==> config.mk <==
export PLATFORM = sky130hd
export DESIGN_NAME = pmg_gate
export DESIGN_NICKNAME = d
export VERILOG_FILES = /design/src/rtl/pmg_pkg.sv /design/src/rtl/pmg_decode.sv /design/src/rtl/pmg_permit.sv /design/src/rtl/pmg_regfile.sv /design/src/rtl/pmg_gate.sv
export SDC_FILE = /design/constraint.sdc
export NUM_CORES = 1
export LEC_CHECK = 0
export ABC_AREA = 1
export BUFFER_PORTS_ARGS = -buffer_cell sky130_fd_sc_hd__buf_2
export CAP_MARGIN = 20
export CORE_ASPECT_RATIO = 0.9
export CORE_MARGIN = 1
export CORE_UTILIZATION = 55
export DETAILED_ROUTE_END_ITERATION = 10
export PLACE_DENSITY = 0.75
export SLEW_MARGIN = 25
export SYNTH_ARGS = -nofsm -noshare
export SYNTH_HDL_FRONTEND = slang
export SYNTH_SLANG_ARGS = --single-unit
==> constraint.sdc <==
create_clock -name clk -period 2.1 [get_ports clk]
set_input_delay 0.21 -clock clk [delete_from_list [all_inputs] [get_ports clk]]
set_output_delay 0.21 -clock clk [all_outputs]
set_load 0.005 [all_outputs]
==> src/rtl/pmg_pkg.sv <==
package pmg_pkg;
    localparam int DW     = 32;
    localparam int RNW    = 8;
    localparam int NCNT   = 6;
    localparam int NEXCL  = 2;
    localparam int NREG   = NCNT + 4;
    localparam int IDXW   = $clog2(NREG);

    localparam int IX_K0  = NCNT;
    localparam int IX_K1  = NCNT + 1;
    localparam int IX_K2  = NCNT + 2;
    localparam int IX_KA  = NCNT + 3;

    localparam logic [RNW-1:0] USER_OFS      = 8'h10;
    localparam logic [RNW-1:0] PRIV_CNT_BASE = 8'h20;
    localparam logic [RNW-1:0] PRIV_K0       = 8'h30;
    localparam logic [RNW-1:0] PRIV_K1       = 8'h31;
    localparam logic [RNW-1:0] PRIV_K2       = 8'h32;
    localparam logic [RNW-1:0] PRIV_KA       = 8'h33;
    localparam logic [RNW-1:0] USER_K0       = 8'h38;
    localparam logic [RNW-1:0] USER_K2       = 8'h3A;
    localparam logic [RNW-1:0] USER_KA       = 8'h3B;

    localparam logic [DW-1:0]  K0_UMASK      = 32'h8400_0080;

    typedef enum logic [1:0] {
        CZ_NONE = 2'b00,
        CZ_FAC  = 2'b01,
        CZ_HV   = 2'b10,
        CZ_EXCL = 2'b11
    } cause_e;

    typedef enum logic [1:0] {
        ST_IDLE = 2'b00,
        ST_DONE = 2'b01,
        ST_TRAP = 2'b10
    } gate_st_e;

    typedef struct packed {
        logic            hit;
        logic            user_num;
        logic [IDXW-1:0] idx;
    } tgt_t;
endpackage

==> src/rtl/pmg_decode.sv <==
module pmg_decode
    import pmg_pkg::*;
(
    input  logic [RNW-1:0] num,
    output tgt_t           tgt
);
    always_comb begin
        tgt = '0;
        for (int i = 0; i < NCNT; i++) begin
            if (num == PRIV_CNT_BASE + RNW'(i)) begin
                tgt.hit = 1'b1;
                tgt.idx = IDXW'(i);
            end
            if (num == PRIV_CNT_BASE - USER_OFS + RNW'(i)) begin
                tgt.hit      = 1'b1;
                tgt.user_num = 1'b1;
                tgt.idx      = IDXW'(i);
            end
        end
        case (num)
            PRIV_K0: begin tgt.hit = 1'b1; tgt.idx = IDXW'(IX_K0); end
            PRIV_K1: begin tgt.hit = 1'b1; tgt.idx = IDXW'(IX_K1); end
            PRIV_K2: begin tgt.hit = 1'b1; tgt.idx = IDXW'(IX_K2); end
            PRIV_KA: begin tgt.hit = 1'b1; tgt.idx = IDXW'(IX_KA); end
            USER_K0: begin tgt.hit = 1'b1; tgt.user_num = 1'b1; tgt.idx = IDXW'(IX_K0); end
            USER_K2: begin tgt.hit = 1'b1; tgt.user_num = 1'b1; tgt.idx = IDXW'(IX_K2); end
            USER_KA: begin tgt.hit = 1'b1; tgt.user_num = 1'b1; tgt.idx = IDXW'(IX_KA); end
            default: ;
        endcase
    end
endmodule

==> src/rtl/pmg_permit.sv <==
module pmg_permit
    import pmg_pkg::*;
#(
    parameter logic [DW-1:0] CTL2_UMASK = 32'h4210_8420
) (
    input  logic          priv,
    input  logic          we,
    input  tgt_t          tgt,
    input  logic [1:0]    field,
    output logic          allow,
    output cause_e        cause,
    output logic [DW-1:0] mask
);
    logic excluded;

    assign excluded = (tgt.idx >= IDXW'(NCNT - NEXCL)) && (tgt.idx < IDXW'(NCNT));

    always_comb begin
        allow = 1'b1;
        cause = CZ_NONE;
        if (!priv && tgt.hit) begin
            if (excluded && field == 2'b11) begin
                allow = 1'b0;
                cause = CZ_EXCL;
            end else if (field == 2'b01) begin
                allow = 1'b0;
                cause = CZ_FAC;
            end else if (we && field == 2'b00) begin
                allow = 1'b0;
                cause = CZ_HV;
            end
        end
    end

    always_comb begin
        mask = '1;
        if (!priv) begin
            if (tgt.idx == IDXW'(IX_K0)) mask = K0_UMASK;
            else if (tgt.idx == IDXW'(IX_K2)) mask = CTL2_UMASK;
        end
    end
endmodule

==> src/rtl/pmg_regfile.sv <==
module pmg_regfile
    import pmg_pkg::*;
(
    input  logic            clk,
    input  logic            rst_n,
    input  logic            we,
    input  logic [IDXW-1:0] idx,
    input  logic [DW-1:0]   wmask,
    input  logic [DW-1:0]   wdata,
    output logic [DW-1:0]   rd_word,
    output logic [DW-1:0]   k0_word
);
    logic [DW-1:0] regs [NREG];

    always_ff @(posedge clk or negedge rst_n) begin
        if (!rst_n) begin
            for (int i = 0; i < NREG; i++) regs[i] <= '0;
        end else if (we) begin
            for (int i = 0; i < NREG; i++) begin
                if (idx == IDXW'(i)) regs[i] <= (regs[i] & ~wmask) | (wdata & wmask);
            end
        end
    end

    always_comb begin
        rd_word = '0;
        for (int i = 0; i < NREG; i++) begin
            if (idx == IDXW'(i)) rd_word = regs[i];
        end
    end

    assign k0_word = regs[IX_K0];
endmodule

==> src/rtl/pmg_gate.sv <==
module pmg_gate
    import pmg_pkg::*;
#(
    parameter int            FIELD_LSB  = 18,
    parameter logic [31:0]   CTL2_UMASK = 32'h4210_8420
) (
    input  logic        clk,
    input  logic        rst_n,
    input  logic        req_valid,
    input  logic        req_we,
    input  logic        req_priv,
    input  logic [7:0]  req_num,
    input  logic [31:0] req_wdata,
    output logic [31:0] rsp_rdata,
    output logic        exc_fac,
    output logic        exc_hv,
    output logic [1:0]  exc_cause
);
    tgt_t          tgt_raw;
    tgt_t          tgt;
    logic          allow;
    cause_e        cause;
    logic [DW-1:0] mask;
    logic [DW-1:0] rd_word;
    logic [DW-1:0] k0_word;
    logic [1:0]    ctl_field;
    logic          commit_we;

    gate_st_e      st_q, st_d;
    cause_e        cause_q;
    logic [DW-1:0] rdata_q;

    pmg_decode u_dec (
        .num (req_num),
        .tgt (tgt_raw)
    );

    always_comb begin
        tgt     = tgt_raw;
        tgt.hit = tgt_raw.hit && (req_priv || tgt_raw.user_num);
    end

    assign ctl_field = k0_word[FIELD_LSB +: 2];

    pmg_permit #(.CTL2_UMASK(CTL2_UMASK)) u_perm (
        .priv  (req_priv),
        .we    (req_we),
        .tgt   (tgt),
        .field (ctl_field),
        .allow (allow),
        .cause (cause),
        .mask  (mask)
    );

    assign commit_we = req_valid && req_we && allow && tgt.hit;

    pmg_regfile u_rf (
        .clk     (clk),
        .rst_n   (rst_n),
        .we      (commit_we),
        .idx     (tgt.idx),
        .wmask   (mask),
        .wdata   (req_wdata),
        .rd_word (rd_word),
        .k0_word (k0_word)
    );

    always_comb begin
        st_d = st_q;
        unique case (st_q)
            ST_IDLE: st_d = !req_valid ? ST_IDLE : (allow ? ST_DONE : ST_TRAP);
            ST_DONE: st_d = !req_valid ? ST_IDLE : (allow ? ST_DONE : ST_TRAP);
            ST_TRAP: st_d = !req_valid ? ST_IDLE : (allow ? ST_DONE : ST_TRAP);
            default: st_d = ST_IDLE;
        endcase
    end

    always_ff @(posedge clk or negedge rst_n) begin
        if (!rst_n) begin
            st_q    <= ST_IDLE;
            cause_q <= CZ_NONE;
            rdata_q <= '0;
        end else begin
            st_q    <= st_d;
            cause_q <= req_valid ? cause : CZ_NONE;
            rdata_q <= (req_valid && !req_we && allow && tgt.hit) ? (rd_word & mask) : '0;
        end
    end

    always_comb begin
        rsp_rdata = rdata_q;
        exc_fac   = 1'b0;
        exc_hv    = 1'b0;
        exc_cause = CZ_NONE;
        unique case (st_q)
            ST_TRAP: begin
                exc_fac   = (cause_q != CZ_HV);
                exc_hv    = (cause_q == CZ_HV);
                exc_cause = cause_q;
            end
            ST_IDLE, ST_DONE: ;
            default: ;
        endcase
    end
endmodule

# Word-level counts from Yosys, hierarchy flattened
# Cells that the tools add are included.
dict set report word_totals {
  reg_bits 356
  inputBits 45
  out_inout_bits 36
  word_cells 154
}
dict set report classes {
  n_lt_le_gt_ge 2
  n_eq_ne 34
  mux 49
  n_bitwise 23
  reduce_logical 33
}
# cell count
set op_table {}
lappend op_table {{2-to-1 mux 32 bit} 14}
lappend op_table {{AND 32 bit} 12}
lappend op_table {{bitwise OR 32 bit} 10}
lappend op_table {{equality test 8 x 6 -> 1 bit, second input constant} 13}
lappend op_table {{equality test 8 x 5 -> 1 bit, second input constant} 6}
lappend op_table {{2-to-1 mux 6 bit} 6}
lappend op_table {{NOT 32 bit} 1}
lappend op_table {{2-to-1 mux 4 bit} 5}
lappend op_table {{AND reduction 2 bit} 10}
lappend op_table {{2-to-1 mux 2 bit} 9}
lappend op_table {{equality test 4 x 3 -> 1 bit, second input constant} 4}
lappend op_table {{one-hot mux 4 bit (4 select lines)} 1}
lappend op_table {{2-to-1 mux 1 bit} 14}
lappend op_table {{logical AND 1 bit} 11}
lappend op_table {{equality test 4 x 2 -> 1 bit, second input constant} 2}
lappend op_table {{equality test 4 bit, second input constant} 2}
lappend op_table {{OR reduction 7 bit} 1}
lappend op_table {{equality test 2 bit, second input constant} 3}
lappend op_table {{OR reduction 2 bit} 3}
lappend op_table {{OR reduction 3 bit} 2}
lappend op_table {{equality test 2 x 1 -> 1 bit, second input constant} 2}
lappend op_table {{equality test 4 x 1 -> 1 bit, second input constant} 1}
lappend op_table {{>= comparator 4 x 3 -> 1 bit, second input constant} 1}
lappend op_table {{logical NOT 2 bit} 2}
lappend op_table {{other kinds (5)} 6}

# Longest topological paths before layout
dict set report logic_depth {
  ltp_word 27
  ltp_mapped 15
}

# Modules after synthesis
# A second synthesis with hierarchy kept.
dict set report unflattened {
  cells_unflattened 2104
  area_unflattened_um2 17100.2
}
# module n_inst cells_per_inst area_per_inst_um2 seq_area_each_um2
set modules_own_cells {}
lappend modules_own_cells {pmg_regfile 1 1879 15184.6 8007.7}
lappend modules_own_cells {pmg_gate 1 127 1353.8 900.9}
lappend modules_own_cells {pmg_permit 1 55 349.1 0.0}
lappend modules_own_cells {pmg_decode 1 43 212.7 0.0}

# Worst setup path before layout
# OpenSTA, ideal clock, no wires.
dict set report synth_timing {
  kind {input to register}
  from {in req_num[7]}
  to {reg (tool-made name)}
  setup_time_ps 116
  arrival_ps 1799
  required_time_ps 1984
  path_slack_ps 185
  cell_stages 14
  cell_sequence {nor2_2 -> nand3_1 -> nor2_2 -> inv_1 -> nand3_1 -> o21ai_1 -> nand2_1 -> o211ai_4 -> nor2_2 -> nand2_1 -> buf_2 -> buf_2 -> nand2_1 -> nand2_1}
}
# element line
set synth_lines {}
lappend synth_lines {{start, declared} pmg_gate.sv:12} ;# input logic [7:0] req_num,

# Worst setup path in the final report
dict set report layout_timing {
  from {in req_num[7]}
  to {reg rdata_q[30] (netlist: rsp_rdata[30])}
}
dict set report layout_via {
  elab_chain_cells 25
  word_cells_on_any_way 79
  classes_between {order compare: 2; eq/ne: 28; mux: 35; bitwise: 1; reduce/logical: 13}
}
# element line
set layout_lines {}
lappend layout_lines {{equality test 8 x 6 -> 1 bit} pmg_decode.sv:10} ;# if (num == PRIV_CNT_BASE + RNW'(i)) begin
lappend layout_lines {{2-to-1 mux 4 bit} pmg_decode.sv:10}
lappend layout_lines {{2-to-1 mux 6 bit} pmg_decode.sv:14} ;# if (num == PRIV_CNT_BASE - USER_OFS + RNW'(i)) begin
lappend layout_lines {{2-to-1 mux 4 bit} pmg_decode.sv:10}
lappend layout_lines {{2-to-1 mux 6 bit} pmg_decode.sv:14}
lappend layout_lines {{2-to-1 mux 4 bit} pmg_decode.sv:10}
lappend layout_lines {{2-to-1 mux 6 bit} pmg_decode.sv:14}
lappend layout_lines {{2-to-1 mux 4 bit} pmg_decode.sv:10}
lappend layout_lines {{2-to-1 mux 6 bit} pmg_decode.sv:14}
lappend layout_lines {{2-to-1 mux 4 bit} pmg_decode.sv:10}
lappend layout_lines {{2-to-1 mux 6 bit} pmg_decode.sv:14}
lappend layout_lines {{one-hot mux 4 bit (4 select lines)} pmg_decode.sv:20} ;# case (num)
lappend layout_lines {{logical NOT 4 bit} pmg_regfile.sv:28} ;# if (idx == IDXW'(i)) rd_word = regs[i];
lappend layout_lines {{2-to-1 mux 32 bit (10 in series)} pmg_regfile.sv:28}
lappend layout_lines {{AND 32 bit} pmg_gate.sv:86} ;# rdata_q <= (req_valid && !req_we && allow && tgt.hit) ? (rd_word & mask) : '0;
lappend layout_lines {{2-to-1 mux 32 bit *} pmg_gate.sv:86}
lappend layout_lines {{end signal, assigned} pmg_gate.sv:86}
lappend layout_lines {{end, declared} pmg_gate.sv:31} ;# logic [DW-1:0] rdata_q;
# Mark *: on every way between the ends. The rest lies on a longest branch, timed or not.
# A chain may end at the register's enable or synchronous reset.

==> out/qor.csv <==
stage;metric;value;unit
outcome;outcome;complete, no violations;
place;gp_congestion;0.867;
clocking;clock_path_buffers;3;
synth;async_flop_share;1.00;
synth;synthTopCellsByArea;dfrtp_1 (54%), nand2_1 (20%), o21ai_0 (7.6%);
sta;tns;0;ps
global_routing;track_usage;0.340;
sta;setup_viol;0;
global_routing;grt_pass1_wl;80.9;mm
global_routing;grt_pass1_vias;14900;
sta;hold_viol;0;
clocking;clkSlewWorstSetupHoldPaths;70;ps
synth;ys_seq_area_frac;0.542;
critical_path;crit_type;in -> reg;
cells_and_area;final_nets;2255;
power_and_ir_drop;ir_drop;0.711;mV
global_routing;grt_max_degree;85;
place;port_buffers;80;
die;die_w;184;um
global_routing;overflow;0;
sta;worst_pin_slew;867;ps
synth;synth_xor_area_frac;0;
synth;synth_adder_area_share;0;
job;maxCapViolCount;0;
sta;clock_skew;18.1;ps
critical_path;cp-start-kind;primary input;
route;drc;0;
synth;synth_compound_area_frac;0.116;
sta;period_share;0.941;
synth;netlist_instances;2125;
die;initial_core_util;0.563;
synth;synth_area_per_cell;7.73;sq um
synth;synth_edf_count;0;
die;num_rows;59;
synth;synth-seq-cells;356;
clocking;ctsRootBufferMaster;clkbuf_16;
synth;yosysMostFrequentCell;nand2_1;
route;wl_per_cell;19.1;um
critical_path;cp.arrival;2410;ps
critical_path;worstSetupStartpoint;req_num[7];
sta;min_period;1980;ps
clocking;htree_levels;2;
power_and_ir_drop;power_density;774;nW/um^2
synth;synth_area;16400;sq um
clocking;hold_buffers;2;
cells_and_area;syn_to_final_growth;17.6;%
critical_path;crit_path_end_kind;flop;
die;core_region_area;29200;sq um
synth;synth_cell_types;23;
sta;relSlewSlack;0.422;
critical_path;cp_data_required_time;2530;ps
cells_and_area;drive_gt1_frac;0.129;
hold_path;worstHoldPathType;in -> reg;
synth;yosysWarnings;0;
route;first_pass_iters;6;
clocking;post_cts_buffers;0;
place;pre_cts_slack;-348;ps
route;dr_total_vias;15100;
sta;finalMaxSlewViolations;0;
clocking;cts_tree;done;
synth;synth_top_family_by_area;simple AND/OR/NAND/NOR gates;
power_and_ir_drop;leakagePower;10.1;nW
clocking;cts_resized;0;
sta;hold_ws;16.1;ps
synth;synth_flop_cell;dfrtp_1;
route;viasPerCell;5.75;
die;ioPinCount;81;
sta;fin_ws;125;ps
synth;syn-num-nets;2170;
sta;grt_setup_unrepaired;no;
synth;synth_top_area_share;0.542;
synth;ys_top_cells_by_count;nand2_1 (867), dfrtp_1 (356), o21ai_0 (248);
synth;synth-simple-area-share;0.273;
route;drtIter0Drc;1910;
die;fp.dieH;166;um
critical_path;crit_fanout;4;
route;drtAntennaViolNets;0;
sta;max_freq;506;MHz
cells_and_area;final_cell_count_no_fill;2632;
synth;synthMuxAreaShare;0;
die;die-area;30600;sq um
cells_and_area;regArea;8910;sq um
route;wl;50.4;mm
synth;synth_top_area_cell;dfrtp_1;
cells_and_area;multiInputGateArea;6430;sq um
clocking;cts_buffers;37;
place;dpl.hpwl;31.1;mm
global_routing;antenna_found_initial;2;
hold_path;hp-start;req_wdata[31];
clocking;insertion_delay;520;ps
place;dp.cells;2565;
clocking;cts.sinks;356;
cells_and_area;fillCellCount;2412;
==> layer usage <==
layer / wire length, um / part of all wire / GRT usage / up-vias
met4: 1920 / 0.038 / 0.130 / 0
met1: 20400 / 0.41 / 0.482 / 7220
li1: - / - / - / 6919
met5: 0 / 0 / 0 / -
met2: 22800 / 0.45 / 0.527 / 845
met3: 5210 / 0.10 / 0.0559 / 149
==> per-stage QoR <==
stage	instance area (sq um)	utilization	total power, mW
floorplan	16400	-	7.66
detailed placement	18000	0.618	8.12
global route	19300	0.663	15.4
CTS	19300	0.662	15.0
finish	19300	0.663	15.0
global placement	18000	0.618	8.10
==> logic make-up after synthesis <==
| group | after synthesis |
|---|---|
| simple gates | 1114 |
| compound gates | 371 |
| flops | 356 |
| buf+inv | 284 |
==> layout by cell type, fill, tap and decap left out, types with 2 or more instances in the layout <==
| cell type | count |
|---|---|
| a21oi_1 | 100 |
| buf_12 | 31 |
| buf_2 | 79 |
| buf_4 | 90 |
| bufinv_16 | 5 |
| clkbuf_1 | 6 |
| clkbuf_16 | 38 |
| clkbuf_8 | 7 |
| clkinv_2 | 5 |
| clkinvlp_4 | 2 |
| dfrtp_1 | 356 |
| dlygate4sd3_1 | 2 |
| inv_1 | 121 |
| inv_2 | 6 |
| nand2_1 | 867 |
| nand3_1 | 79 |
| nand4_1 | 64 |
| nor2_1 | 83 |
| nor2_2 | 15 |
| nor2_4 | 5 |
| o2111ai_1 | 2 |
| o211ai_1 | 3 |
| o21ai_0 | 248 |
| o21ai_1 | 12 |
==> report_power, final <==
group | total (mW) | leakage, nW | internal, mW | switching, mW
Combinational | 0.947 | 5.05 | 0.296 | 0.652
Sequential | 7.06 | 4.45 | 6.99 | 0.0722
Clock | 6.94 | 0.623 | 4.18 | 2.76
==> layout make-up <==
type | instances | share of cell area
clock buffers | 51 | 0.0554
repair buffers | 203 | 0.0894
multi-input cells | 1485 | 0.333
well taps | 396 | 0.0256
clock inverters | 13 | 0.0107
diodes | 1 | 0.000130
inverters | 127 | 0.0247
flip-flops and latches | 356 | 0.461
==> final timing paths <==
path | cells after the start | to | slack (ps)
setup / recovery | 15 | rsp_rdata[30] | 120
hold / removal | 3 | flop | 20
setup reg to reg | 11 | flop | 240
hold reg to reg | 2 | flop | 470
max in group asynchronous | 3 | asynchronous set/reset pin | 1010
min in group asynchronous | 2 | asynchronous set/reset pin | 210
==> worst max-delay path, stage by stage <==
cell and delay (ps):
buf_2 110, nor2_2 120, buf_4 140, nand3_1 130, nor2_2 230, inv_1 110
nand3_1 90, o21ai_1 80, nand2_1 160, buf_4 150, o211ai_1 160, nor2_1 290
buf_4 230, nand2_1 60, a21oi_1 130
(Power assumes the default switching activity.)
